--- config.mk ---
export PLATFORM = sky130hd
export DESIGN_NAME = vdb_top
export DESIGN_NICKNAME = d
export VERILOG_FILES = /design/src/rtl/vdb_pkg.sv /design/src/rtl/vdb_sync.sv /design/src/rtl/vdb_tick.sv /design/src/rtl/vdb_history.sv /design/src/rtl/vdb_present.sv /design/src/rtl/vdb_top.sv
export SDC_FILE = /design/constraint.sdc
export NUM_CORES = 1
export LEC_CHECK = 0
export BUFFER_PORTS_ARGS = -buffer_cell sky130_fd_sc_hd__buf_4
export CELL_PAD_IN_SITES_DETAIL_PLACEMENT = 2
export CELL_PAD_IN_SITES_GLOBAL_PLACEMENT = 2
export CORE_ASPECT_RATIO = 0.5
export CORE_MARGIN = 2
export CORE_UTILIZATION = 35
export DETAILED_ROUTE_END_ITERATION = 16
export GPL_ROUTABILITY_DRIVEN = 0
export PLACE_DENSITY_LB_ADDON = 0.1
export SYNTH_ARGS = -nofsm -noshare
export SYNTH_HDL_FRONTEND = slang
export SYNTH_SLANG_ARGS = --single-unit
--- constraint.sdc ---
create_clock -name clk -period 1.7 [get_ports clk]
set_input_delay 0.17 -clock clk [delete_from_list [all_inputs] [get_ports clk]]
set_output_delay 0.17 -clock clk [all_outputs]
set_load 0.1 [all_outputs]
--- src/rtl/vdb_pkg.sv ---
package vdb_pkg;
  typedef enum logic {
    MODE_MOMENTARY = 1'b0,
    MODE_TOGGLE    = 1'b1
  } vdb_mode_e;
endpackage

--- src/rtl/vdb_sync.sv ---
module vdb_sync #(
  parameter int WIDTH  = 8,
  parameter int STAGES = 2
) (
  input  logic             clk,
  input  logic             rst,
  input  logic [WIDTH-1:0] d,
  output logic [WIDTH-1:0] q
);
  logic [WIDTH-1:0] stage_q [STAGES];

  always_ff @(posedge clk) begin
    if (rst) begin
      for (int s = 0; s < STAGES; s++) stage_q[s] <= '0;
    end else begin
      stage_q[0] <= d;
      for (int s = 1; s < STAGES; s++) stage_q[s] <= stage_q[s-1];
    end
  end

  assign q = stage_q[STAGES-1];
endmodule

--- src/rtl/vdb_tick.sv ---
module vdb_tick #(
  parameter int TICK_CYCLES = 750000
) (
  input  logic clk,
  input  logic rst,
  output logic tick
);
  localparam int CW = (TICK_CYCLES > 1) ? $clog2(TICK_CYCLES) : 1;
  localparam logic [CW-1:0] LAST = CW'(TICK_CYCLES - 1);

  logic [CW-1:0] cnt_q;

  always_ff @(posedge clk) begin
    if (rst) begin
      cnt_q <= '0;
      tick  <= 1'b0;
    end else if (cnt_q == LAST) begin
      cnt_q <= '0;
      tick  <= 1'b1;
    end else begin
      cnt_q <= cnt_q + 1'b1;
      tick  <= 1'b0;
    end
  end
endmodule

--- src/rtl/vdb_history.sv ---
module vdb_history #(
  parameter int WIDTH = 8,
  parameter int DEPTH = 4
) (
  input  logic                   clk,
  input  logic                   rst,
  input  logic                   tick,
  input  logic [WIDTH-1:0]       sample,
  output logic [WIDTH-1:0]       level,
  output logic [DEPTH*WIDTH-1:0] hist_flat
);
  logic [WIDTH-1:0] hist_q [DEPTH];

  // Word 0 takes the new capture; every older word moves up one place.
  always_ff @(posedge clk) begin
    if (rst) begin
      for (int d = 0; d < DEPTH; d++) hist_q[d] <= '0;
    end else if (tick) begin
      hist_q[0] <= sample;
      for (int d = 1; d < DEPTH; d++) hist_q[d] <= hist_q[d-1];
    end
  end

  for (genvar d = 0; d < DEPTH; d++) begin : g_flat
    assign hist_flat[d*WIDTH +: WIDTH] = hist_q[d];
  end

  // Per-column agreement test and held level.
  for (genvar b = 0; b < WIDTH; b++) begin : g_col
    logic [DEPTH-1:0] col;
    logic             all_one, all_zero;

    for (genvar d = 0; d < DEPTH; d++) begin : g_bit
      assign col[d] = hist_q[d][b];
    end

    assign all_one  = &col;
    assign all_zero = ~|col;

    always_ff @(posedge clk) begin
      if (rst)           level[b] <= 1'b0;
      else if (all_one)  level[b] <= 1'b1;
      else if (all_zero) level[b] <= 1'b0;
    end
  end
endmodule

--- src/rtl/vdb_present.sv ---
module vdb_present
  import vdb_pkg::*;
#(
  parameter int WIDTH = 8
) (
  input  logic             clk,
  input  logic             rst,
  input  logic [WIDTH-1:0] level,
  input  logic [WIDTH-1:0] mode_mask,
  output logic [WIDTH-1:0] out
);
  for (genvar b = 0; b < WIDTH; b++) begin : g_bit
    logic prev_q, tog_q;
    vdb_mode_e mode;

    assign mode = vdb_mode_e'(mode_mask[b]);

    always_ff @(posedge clk) begin
      if (rst) begin
        prev_q <= 1'b0;
        tog_q  <= 1'b0;
        out[b] <= 1'b0;
      end else begin
        prev_q <= level[b];
        if (level[b] && !prev_q) tog_q <= ~tog_q;
        out[b] <= (mode == MODE_TOGGLE) ? tog_q : level[b];
      end
    end
  end
endmodule

--- src/rtl/vdb_top.sv ---
module vdb_top #(
  parameter int WIDTH       = 8,
  parameter int DEPTH       = 4,
  parameter int TICK_CYCLES = 750000
) (
  input  logic             clk,
  input  logic             rst,
  input  logic [WIDTH-1:0] raw_in,
  input  logic [WIDTH-1:0] mode_mask,
  output logic             tick_o,
  output logic [WIDTH-1:0] level_o,
  output logic [WIDTH-1:0] out_o
);
  logic [WIDTH-1:0]       sync_w;
  logic [DEPTH*WIDTH-1:0] hist_flat;

  vdb_sync #(.WIDTH(WIDTH), .STAGES(2)) u_sync (
    .clk(clk), .rst(rst), .d(raw_in), .q(sync_w)
  );

  vdb_tick #(.TICK_CYCLES(TICK_CYCLES)) u_tick (
    .clk(clk), .rst(rst), .tick(tick_o)
  );

  vdb_history #(.WIDTH(WIDTH), .DEPTH(DEPTH)) u_hist (
    .clk(clk), .rst(rst), .tick(tick_o), .sample(sync_w),
    .level(level_o), .hist_flat(hist_flat)
  );

  vdb_present #(.WIDTH(WIDTH)) u_pres (
    .clk(clk), .rst(rst), .level(level_o), .mode_mask(mode_mask), .out(out_o)
  );
endmodule

* Word-level counts from Yosys, hierarchy flattened
Memories as Yosys holds them, arrays and structs flattened.
Cells that the tools add are included.
** Cells by class
- Mux-type cells :: 37
- Bitwise logic cells :: 14
- Reductions and logical operators :: 33
- Add/subtract/negate cells :: 1
- Equality and inequality tests :: 9
** Operators with widths (count)
- 2-to-1 mux 8 bit :: 6
- AND reduction 4 bit :: 8
- OR reduction 4 bit :: 8
- 2-to-1 mux 1 bit :: 31
- adder 20 x 1 -> 20 bit, second input constant :: 1
- equality test 20 bit, second input constant :: 1
- != test 2 x 1 -> 1 bit, second input constant :: 8
- logical AND 1 bit :: 8
- logical NOT 1 bit :: 8
- NOT 1 bit :: 8
- OR 1 bit :: 6
- OR reduction 2 bit :: 1
** Storage, ports and cells
- Bits in writable memories :: 48
- Logic and storage cells :: 130
- Bits in registers :: 53
- Memories kept :: 2
- Input bits :: 18
- Output and inout port bits :: 17
** Memory list
- u_hist.hist_q :: words 4, bits a word 8, read ports 4, clocked after memory_dff 0, write ports 4, line vdb_history.sv:12 : logic [WIDTH-1:0] hist_q [DEPTH];
- u_sync.stage_q :: words 2, bits a word 8, read ports 2, clocked after memory_dff 0, write ports 2, line vdb_sync.sv:10 : logic [WIDTH-1:0] stage_q [STAGES];

* Longest topological paths before layout
Gate-level depths: netlist of the first run.
- Depth in word-level cells :: 4
- Mapped depth :: 7

* Cells and area by module
A second synthesis of the first run with hierarchy kept.
** Unflattened totals
- Cells, all modules :: 333
- Area, all modules :: 3945.0 um^2
** By module, submodules not included
- vdb_history :: times used 1, seq. area each 1121.1 um^2, area each 1572.8 um^2, cells each 102
- vdb_tick :: times used 1, seq. area each 420.4 um^2, area each 929.6 um^2, cells each 107
- vdb_present :: times used 1, seq. area each 480.5 um^2, area each 918.4 um^2, cells each 83
- vdb_sync :: times used 1, seq. area each 320.3 um^2, area each 524.3 um^2, cells each 41

* Least setup slack after synthesis of the first run
No wires, ideal clock.
- Path kind :: register to register
- Start :: reg u_tick.tick
- End :: mem u_hist.hist_q[0][0] (enable)
- Library setup time :: 0.375 ns
- Setup slack :: -0.221 ns
- Stages on the path, launching flop included :: 2
- Path buffers :: 0
- Arrival time :: 1.546 ns
- Path through :: dfxtp_1 > or2_2
** RTL lines
- start: declaration :: line vdb_tick.sv:6 : output logic tick
- start signal: assignment :: line vdb_tick.sv:16 : tick <= 1'b0;
- start signal: assignment :: line vdb_tick.sv:19 : tick <= 1'b1;
- start signal: assignment :: line vdb_tick.sv:22 : tick <= 1'b0;
- end: declaration :: line vdb_history.sv:12

* Final worst setup path of the first run
- Start :: reg u_tick.cnt_q[0]
- End :: reg u_tick.cnt_q[17]
** On the way
- Word-level cells in the longest chain between the ends :: 2
- Elaborated cells between the ends (all ways) :: 3
** RTL lines
- start: declaration :: line vdb_tick.sv:11 : logic [CW-1:0] cnt_q;
- start signal: assignment :: line vdb_tick.sv:21 : cnt_q <= cnt_q + 1'b1;
- parallel branches: the longest is 2 deep, another holds adder 20 x 1 -> 20 bit
Several ways; the timed one is not identified.
A chain may end at the register's enable or synchronous reset.

==> results of run 1 <==
sequential cells by signal, summed over array words and instances, names as in the netlist:
| name | flops |
|---|---|
| u_hist.hist_q | 32 |
| u_tick.cnt_q | 20 |
| u_sync.stage_q | 16 |
| u_hist.level | 8 |
| u_pres.g_bit.prev_q | 8 |
| u_pres.g_bit.tog_q | 8 |
| u_pres.out | 8 |
| u_tick.tick | 1 |
where the power goes:
part	internal, mW	leakage (nW)	switching (mW)	total (mW)
sequential	2.54	0.895	0.0323	2.57
combinational	0.0707	0.718	0.0897	0.160
clock	1.19	0.140	0.883	2.07
routing by layer:
metal | track usage | wire (um) | up-vias
li1 | - | - | 1217
met1 | 0.164 | 3380 | 1244
met2 | 0.283 | 4240 | 25
met3 | 0.0560 | 297 | 8
met4 | 0.0486 | 98 | 0
met5 | 0 | 0 | -
worst max-delay path: stages (launching register included):
cell	delay, ns
dfxtp_4	0.38
nand4_2	0.12
or4_4	0.54
or3_1	0.36
a21oi_1	0.15
cell families (layout without fill, tap and decap cells):
family	after synthesis	in the layout	share of synthesized area
and+or+nand+nor	142	142	0.218
DFF	101	101	0.634
AOI/OAI and AO/OA	36	36	0.0555
xor gates and xnor gates	20	20	0.0474
buffers and inverters	17	73	0.0183
muxes	9	9	0.0244
adders and majority gates	1	1	0.00338
per-stage QoR:
step	total power, mW	util
2_1_floorplan	2.70	-
3_5_place_dp	2.78	0.414
5_1_grt	5.00	0.448
4_1_cts	4.88	0.444
3_3_place_gp	2.77	0.414
6_report	4.80	0.448
placed cells by master, fill, tap and decap left out, types with 8 or more instances in the layout:
master | netlist | final
nor2b_1 | 33 | 32
buf_4 | 0 | 51
xnor2_1 | 18 | 18
clkbuf_16 | 0 | 9
mux2i_1 | 9 | 9
and2_1 | 32 | 32
nor2_1 | 33 | 33
edfxtp_1 | 32 | 32
o21ai_0 | 13 | 13
o31ai_1 | 8 | 8
and3_1 | 8 | 8
a21oi_1 | 13 | 12
dfxtp_1 | 69 | 62
cell type report:
cell class | count | area (um2)
repair buffers | 52 | 403
clock buffers | 13 | 250
inverters | 5 | 18.8
flip-flops and latches | 101 | 2350
well taps | 140 | 175
fillers | 1044 | 5650
clock inverters | 3 | 46.3
multi-input cells | 208 | 1350
what timing repair did:
item                       in CTS  in global routing
setup endpoints to repair       5                 17
pin swaps                       1                  1
setup buffers                   1                  0
resized for setup               2                 12
hold buffers                    0                  0
final timing paths:
kind / start / endpoint / depth (start not counted)
max: u_tick.cnt_q[0]$_SDFF_PP0_ / u_tick.cnt_q[17]$_SDFF_PP0_ / 4
min: raw_in[5] / u_sync.stage_q[0][5]$_SDFF_PP0_ / 2
max reg2reg: u_tick.cnt_q[0]$_SDFF_PP0_ / u_tick.cnt_q[17]$_SDFF_PP0_ / 4
min reg2reg: u_sync.stage_q[0][3]$_SDFF_PP0_ / u_sync.stage_q[0][11]$_SDFF_PP0_ / 1
==> flow_summary.toml, run 1 <==
[floorplanning]
coreArea_um2 = 10200
die_y_um = 76.7
dieArea_um2 = 11500
num_io_pins = 35
die_x_um = 149
start_util = 0.361
num_rows = 26

[synth]
synth_area_leaders = "dfxtp_1 (37%), edfxtp_1 (26%), nor2b_1 (5.6%), and2_1 (5.4%), xnor2_1 (4.3%)"
ys_dominant_reg_cell = "dfxtp_1"
yosysWarnings = 0
yosysTopAreaCell = "dfxtp_1"
ys_ff_latch = 101
synth_commonest_cells = "dfxtp_1 (69), nor2_1 (33), nor2b_1 (33), and2_1 (32), edfxtp_1 (32)"
synth.cell_area_um2 = 3700
ys_async_sr_fraction = 0
synth_fp_nets = 345
synth_edf_count = 32
syn_inst = 326
seq_area_frac_synth = 0.634
yosysTopAreaCellShare = 0.374
syn_area_per_cell_um2 = 11.3
synth_most_common_cell = "dfxtp_1"
synth_cell_types = 32

[route]
wire_per_inst_um = 15.4
wl_um = 8020
drt_pass1_iterations = 3
avgViaCountPerCell = 4.78
vias = 2494
detail-route-antenna-nets = 0
drt_iter0_markers = 53
drc = 0

[worst_hold_path]
hp-class = "in -> reg"

[timing]
setup_tns_ns = 0
rsz0062_at_grt = "no"
final.period_utilization = 0.958
fin_crit_ns = 1.63
clock.fmax_mhz = 614
slew_headroom = 0.469
hold_viol = 0
slew_violations = 0
holdWs_ns = 0.0314
skew_ns = 0.00992
setup_viol_count_final = 0
tightest_slew_ns = 0.796
finalWorstSetupSlack_ns = 0.0718

[cells_and_area]
fin_area_um2 = 4590
area_growth_pct = 24.3
instances_no_fill = 522
antenna_cells = 0
drive_gt1_frac = 0.225
fin_nets = 396

[critical_path]
r2r_slack_ns = 0.07
cp-end-kind = "register"
path_class = "reg -> reg"
crit_fanout = 8
required_ns = 1.98
worstPathArrival_ns = 1.90
startpoint_type = "register"

[clocking]
root_buffer = "clkbuf_16"
numCtsBuffers = 9
cts_tree = "yes"
clkLatencyLatePin_ns = 0.35
clk_pin_slew_ns = 0.06
clock_sinks = 101
htreeDepth = 3
cts_buffer_depth = 2

[grt]
grt-ovfl-total = 0
antenna_found_initial = 0
grt_pass1_vias = 2766
grt_pass1_wl_um = 13400
grt_usage = 0.154
grt_max_degree = 35

[power_and_ir_drop]
power_density_nw_per_um2 = 1050
ir_drop_mv = 0.498
p_leak_nw = 1.75

[flow_run]
maxCapViolations = 0

[outcome]
outcome = "complete, no violations"

[placed_design]
dp_slack_ns = -0.0593
place_area_um2 = 4240
place_hpwl_um = 5380
io_buffers = 34
dp.cells = 505
No activity file was read; power rests on OpenSTA's default activity.
==> inputs of run 2 (changes only) <==
--- a/config.mk
+++ b/config.mk
@@ -10,10 +10,11 @@
 export CELL_PAD_IN_SITES_GLOBAL_PLACEMENT = 2
 export CORE_ASPECT_RATIO = 0.5
 export CORE_MARGIN = 2
-export CORE_UTILIZATION = 35
+export CORE_UTILIZATION = 36
 export DETAILED_ROUTE_END_ITERATION = 16
 export GPL_ROUTABILITY_DRIVEN = 0
 export PLACE_DENSITY_LB_ADDON = 0.1
 export SYNTH_ARGS = -nofsm -noshare
 export SYNTH_HDL_FRONTEND = slang
+export SYNTH_HIERARCHICAL = 1
 export SYNTH_SLANG_ARGS = --single-unit
==> run 2 against run 1 <==
Clock skew fell by 0.0033 ns. Final cell count fell by 0.38%. Synthesized area rose by 6.7%. Wire length rose by 1.1%. Register-to-register slack got worse by 0.02 ns. Worst hold slack improved by 0.0085 ns. Highest routed layer unchanged.
==> flow_summary.toml, run 2 <==
[clocking]
numCtsBuffers = 9
clkLatencyLatePin_ns = 0.34
clock_sinks = 101
clk_pin_slew_ns = 0.06
cts_buffer_depth = 2
htreeDepth = 3
cts_hold_buf = 0
cts_tree = "yes"
root_buffer = "clkbuf_16"

[floorplanning]
num_rows = 26
dieArea_um2 = 11900
coreArea_um2 = 10400
die_y_um = 78.0
num_io_pins = 35
start_util = 0.378
die_x_um = 152

[timing]
hold_viol = 0
rsz0062_at_grt = "yes"
fin_crit_ns = 1.64
clock.fmax_mhz = 608
slew_headroom = 0.639
tightest_slew_ns = 0.540
holdWs_ns = 0.0399
slew_violations = 0
final.period_utilization = 0.967
skew_ns = 0.00664
setup_viol_count_final = 0

[power_and_ir_drop]
finalPower_mw = 4.85
power_frac_clock = 0.423
p_switching_mw = 1.03
power_density_nw_per_um2 = 1030
swShare = 0.213
seqPwrFrac = 0.535
ir_drop_mv = 0.464
p_int_mw = 3.81
combPwrFrac = 0.042
p_leak_nw = 1.82

[grt]
grt_pass1_vias = 2768
grt-ovfl-total = 0
grt_pass1_wl_um = 14000
grt_max_degree = 33
antenna_found_initial = 0
grt_usage = 0.151

[cells_and_area]
num-fill-cells = 1063
top_register = "u_hist/hist_q"
largest_reg_flops = 32
fin_area_um2 = 4700
final_cell_mix = "dfxtp_1 (64), buf_4 (48), edfxtp_1 (32), nor2_1 (32), and2_2 (21)"
area_growth_pct = 19.1
final_core_utilization = 0.450
antenna_cells = 0
reg.largest.list = "u_hist/hist_q: 32 flops, u_tick/cnt_q: 20 flops, u_sync/stage_q: 16 flops"
final_common_cell = "dfxtp_1"
drive_gt1_frac = 0.342
fin_nets = 394

[critical_path]
crit_chain = "nand4_2 > or4_4 > or3_4 > a21oi_2"
crit_path_max_incr_delay_ns = 0.60
worstPathArrival_ns = 1.92
startpoint_type = "register"
cp-end-kind = "register"
crit_fanout = 8
ff2ff_path_depth = 4
path_class = "reg -> reg"
required_ns = 1.97
crit_slowest_cell = "or4_4"

[synth]
yosysWarnings = 6
ys_async_sr_fraction = 0
syn_inst = 333
yosysTopAreaCell = "dfxtp_1"
ys_ff_latch = 101
ys_dominant_reg_cell = "dfxtp_1"
synth_fp_nets = 352
synth_area_leaders = "dfxtp_1 (35%), edfxtp_1 (24%), and2_2 (4.0%), nor2_1 (3.0%), nor2b_1 (2.9%)"
synth_cell_types = 41
synth.cell_area_um2 = 3950
seq_area_frac_synth = 0.594
yosysTopAreaCellShare = 0.350
syn_area_per_cell_um2 = 11.8
synth_most_common_cell = "dfxtp_1"
synth_commonest_cells = "dfxtp_1 (69), edfxtp_1 (32), nor2_1 (32), and2_2 (21), nor2b_1 (18)"
synth_edf_count = 32

[placed_design]
place_hpwl_um = 5690
place_area_um2 = 4350
io_buffers = 34

[flow_run]
maxCapViolations = 0

[route]
avgViaCountPerCell = 4.81
drt_pass1_iterations = 3
vias = 2499
wire_per_inst_um = 15.6
wl_um = 8100
detail-route-antenna-nets = 0
drt_iter0_markers = 54
drc = 0

[worst_hold_path]
hp-class = "in -> reg"
holdPathStages = 2

[outcome]
outcome = "complete, no violations"
run 2: power by group through the flow:
stage / combinational (mW) / clock (mW) / sequential, mW
global placement: 0.197 / 0 / 2.64
detailed placement: 0.208 / 0 / 2.65
finish: 0.204 / 2.05 / 2.59
CTS: 0.209 / 2.14 / 2.59
floorplan: 0.104 / 0 / 2.66
global route: 0.222 / 2.24 / 2.60
run 2: logic make-up (layout without fill, tap and decap cells):
kind of cell             after synthesis  after routing  share of synthesized area
adder cells (fa/ha/maj)                1              1                    0.00317
buffers and inverters                 24             71                     0.0460
multiplexers                          16             16                     0.0469
XOR/XNOR                              12             12                     0.0266
AO/OA/AOI/OAI                         28             28                     0.0438
AND/OR/NAND/NOR                      151            151                      0.240
flip-flops                           101            101                      0.594
run 2: layout make-up:
class | count | area (um2) | area share
multi-input cells | 208 | 1450 | 0.308
clock buffers | 12 | 280 | 0.0597
inverters | 5 | 18.8 | 0.00399
clock inverters | 4 | 27.5 | 0.00586
flip-flops and latches | 101 | 2350 | 0.500
well taps | 140 | 175 | 0.0373
repair buffers | 50 | 400 | 0.0852
run 2: per-layer routing:
layer	global-route usage	share of wire	vias up
met5	0	0	-
met4	0.0449	0.0090	0
met3	0.0530	0.037	7
met2	0.272	0.51	30
met1	0.172	0.45	1237
li1	-	-	1225
run 2: what timing repair did:
item	4_1_cts	5_1_grt
setup endpoints to repair	5	5
resized for setup	5	6
pin swaps	0	4
setup buffers	0	1
run 2: per-stage QoR:
step           setup TNS [ns]  instances  worst slack (ns)
2_1_floorplan               0        333            0.0230
3_5_place_dp           -0.265        503           -0.0656
6_report                    0        520            0.0556
3_3_place_gp                0        503            0.0461
5_1_grt               -0.0222        520           -0.0222
4_1_cts                     0        519            0.0251
run 2: final timing paths:
path / end / slack (ns) / from
worst max-delay path: u_tick/cnt_q[19]$_SDFF_PP0_ / 0.06 / u_tick/cnt_q[0]$_SDFF_PP0_
worst max register to register: u_tick/cnt_q[19]$_SDFF_PP0_ / 0.06 / u_tick/cnt_q[0]$_SDFF_PP0_
worst min-delay path: u_sync/stage_q[0][6]$_SDFF_PP0_ / 0.04 / raw_in[6]
worst min register to register: u_sync/stage_q[0][8]$_SDFF_PP0_ / 0.44 / u_sync/stage_q[0][0]$_SDFF_PP0_
run 2: critical path, delay by kind of cell, from the launching register on:
family	cells	cell delay, ns
flip-flops	1	0.37
AO/OA/AOI/OAI	1	0.13
AND/OR/NAND/NOR	3	1.08
==> inputs of run 3 (changes only) <==
==> constraint.sdc (replaced) <==
create_clock -name clk -period 1.5 [get_ports clk]
set_input_delay 0.15 -clock clk [delete_from_list [all_inputs] [get_ports clk]]
set_output_delay 0.15 -clock clk [all_outputs]
set_load 0.1 [all_outputs]
==> run 3 against run 2 <==
Non-clock buffer count is 17 higher. Flip-flop and latch count stayed put. Power grew 14%. Sequential power up 14%. The flow now finishes with violations (negative setup slack). Largest power group unchanged. Utilization grew 2.4 points.
==> flow_summary.toml, run 3 (synthesized netlist as in run 2, its figures left out) <==
[outcome]
outcome = "finished with violations"
violations = "negative setup slack"

[floorplanning]
num_io_pins = 35
num_rows = 26
coreArea_um2 = 10400
die_y_um = 78.0
start_util = 0.378
dieArea_um2 = 11900
die_x_um = 152

[timing]
slew_headroom = 0.703
clock.fmax_mhz = 619
tightest_slew_ns = 0.440
holdWs_ns = 0.0252
setup_viol_count_final = 19
hold_viol = 0
rsz0062_at_grt = "yes"
final.period_utilization = 1.08
finalWorstSetupSlack_ns = -0.114
skew_ns = 0.00634
fin_crit_ns = 1.61
slew_violations = 0

[clocking]
clock_sinks = 101
cts_hold_buf = 0
clk_pin_slew_ns = 0.07
clkLatencyLatePin_ns = 0.34
cts_buffer_depth = 2
root_buffer = "clkbuf_16"
htreeDepth = 3
cts_tree = "yes"
numCtsBuffers = 9

[cells_and_area]
final_common_cell = "buf_4"
area_growth_pct = 25.4
reg.largest.list = "u_hist/hist_q: 32 flops, u_tick/cnt_q: 20 flops, u_sync/stage_q: 16 flops"
fin_area_um2 = 4950
largest_reg_flops = 32
drive_gt1_frac = 0.431
final_core_utilization = 0.474
top_register = "u_hist/hist_q"
fin_nets = 411
final_cell_mix = "buf_4 (60), dfxtp_1 (48), edfxtp_1 (32), nor2_1 (32), and2_2 (21)"
antenna_cells = 0

[power_and_ir_drop]
swShare = 0.214
p_leak_nw = 1.95
seqPwrFrac = 0.532
power_density_nw_per_um2 = 1120
p_switching_mw = 1.18
combPwrFrac = 0.044
power_frac_clock = 0.424
p_int_mw = 4.34
ir_drop_mv = 0.586

[flow_run]
maxCapViolations = 0

[critical_path]
path_class = "reg -> reg"
worst-path-buf-inv = 0
worstPathArrival_ns = 1.89
crit_cells = 4
required_ns = 1.77
crit_slowest_cell = "or4_4"
crit_chain = "nand4_4 > or4_4 > or3_4 > a21oi_2"
cp-end-kind = "register"
startpoint_type = "register"
r2r_slack_ns = -0.11
path_delay_family = "simple AND/OR/NAND/NOR gates"
crit_path_max_incr_delay_ns = 0.59
ff2ff_path_depth = 4
crit_fanout = 8

[placed_design]
place_area_um2 = 4480
io_buffers = 34
place_hpwl_um = 6090

[grt]
gr-usage-met2 = 0.299
gr-usage-met1 = 0.182
busiest_layer = "met2"
grt_max_degree = 37
grt-ovfl-total = 0
grt_pass1_wl_um = 15000
antenna_found_initial = 0
grt_pass1_vias = 2914
use_met3 = 0.0508
grt_usage = 0.161

[route]
drt_pass1_iterations = 4
detail-route-antenna-nets = 0
wl_um = 9010
wire_per_inst_um = 16.8
drc = 0
avgViaCountPerCell = 4.82
drt_iter0_markers = 117
vias = 2588

[worst_hold_path]
hp-class = "in -> reg"
holdPathStages = 2
[run 3: cell types whose count changed in the layout (fill, tap and decap cells not counted), moves of 2 or more]
| cell | previous run | this run |
|---|---|---|
| a21oi_1 | 12 | 10 |
| a21oi_2 | 2 | 4 |
| nor4b_1 | 2 | 0 |
| dfxtp_4 | 1 | 4 |
| or3_4 | 2 | 4 |
| buf_6 | 0 | 5 |
| dfxtp_2 | 4 | 17 |
| buf_4 | 48 | 60 |
| clkbuf_16 | 11 | 9 |
| or3_1 | 4 | 2 |
| dfxtp_1 | 64 | 48 |
[run 3: stage by stage]
step	std cells	power, mW	TNS [ns]	setup WS (ns)
6_report	537	5.52	-1.21	-0.114
5_1_grt	537	5.74	-2.81	-0.184
4_1_cts	537	5.60	-0.398	-0.0954
3_5_place_dp	515	3.23	-1.23	-0.197
3_3_place_gp	515	3.21	-0.266	-0.0688
2_1_floorplan	333	3.14	-0.367	-0.0750
[run 3: what timing repair did]
| item | in CTS | in global routing |
|---|---|---|
| cloned | 1 | 0 |
| endpoints found under the hold margin | 0 | 0 |
| resized for setup | 20 | 12 |
| pin swaps | 6 | 9 |
| buffers inserted | 5 | 0 |
| setup endpoints to repair | 20 | 20 |
[run 3: metal layers]
metal	routed length, um	up-vias
met3	267	6
li1	-	1256
met4	62	0
met2	4810	34
met1	3860	1292
met5	0	-
[run 3: layout make-up]
| class | instances | area [um2] |
|---|---|---|
| well taps | 140 | 175 |
| clock buffers | 11 | 243 |
| repair buffers | 67 | 547 |
| multi-input cells | 208 | 1530 |
| flip-flops and latches | 101 | 2380 |
| inverters | 5 | 18.8 |
| clock inverters | 5 | 57.6 |
| fillers | 1053 | 5500 |
[run 3: worst paths after layout]
| kind | startpoint | endpoint |
|---|---|---|
| max | u_tick/cnt_q[1]$_SDFF_PP0_ | u_tick/cnt_q[13]$_SDFF_PP0_ |
| min | raw_in[4] | u_sync/stage_q[0][4]$_SDFF_PP0_ |
| max reg2reg | u_tick/cnt_q[1]$_SDFF_PP0_ | u_tick/cnt_q[13]$_SDFF_PP0_ |
| min reg2reg | u_sync/stage_q[0][0]$_SDFF_PP0_ | u_sync/stage_q[0][8]$_SDFF_PP0_ |
[run 3: power groups by stage]
| stage | sequential (mW) | clock (mW) | combinational [mW] |
|---|---|---|---|
| global route | 2.95 | 2.52 | 0.268 |
| finish | 2.94 | 2.34 | 0.245 |
| CTS | 2.94 | 2.42 | 0.248 |
| global placement | 2.99 | 0 | 0.221 |
| floorplan | 3.02 | 0 | 0.120 |
| detailed placement | 3.00 | 0 | 0.234 |
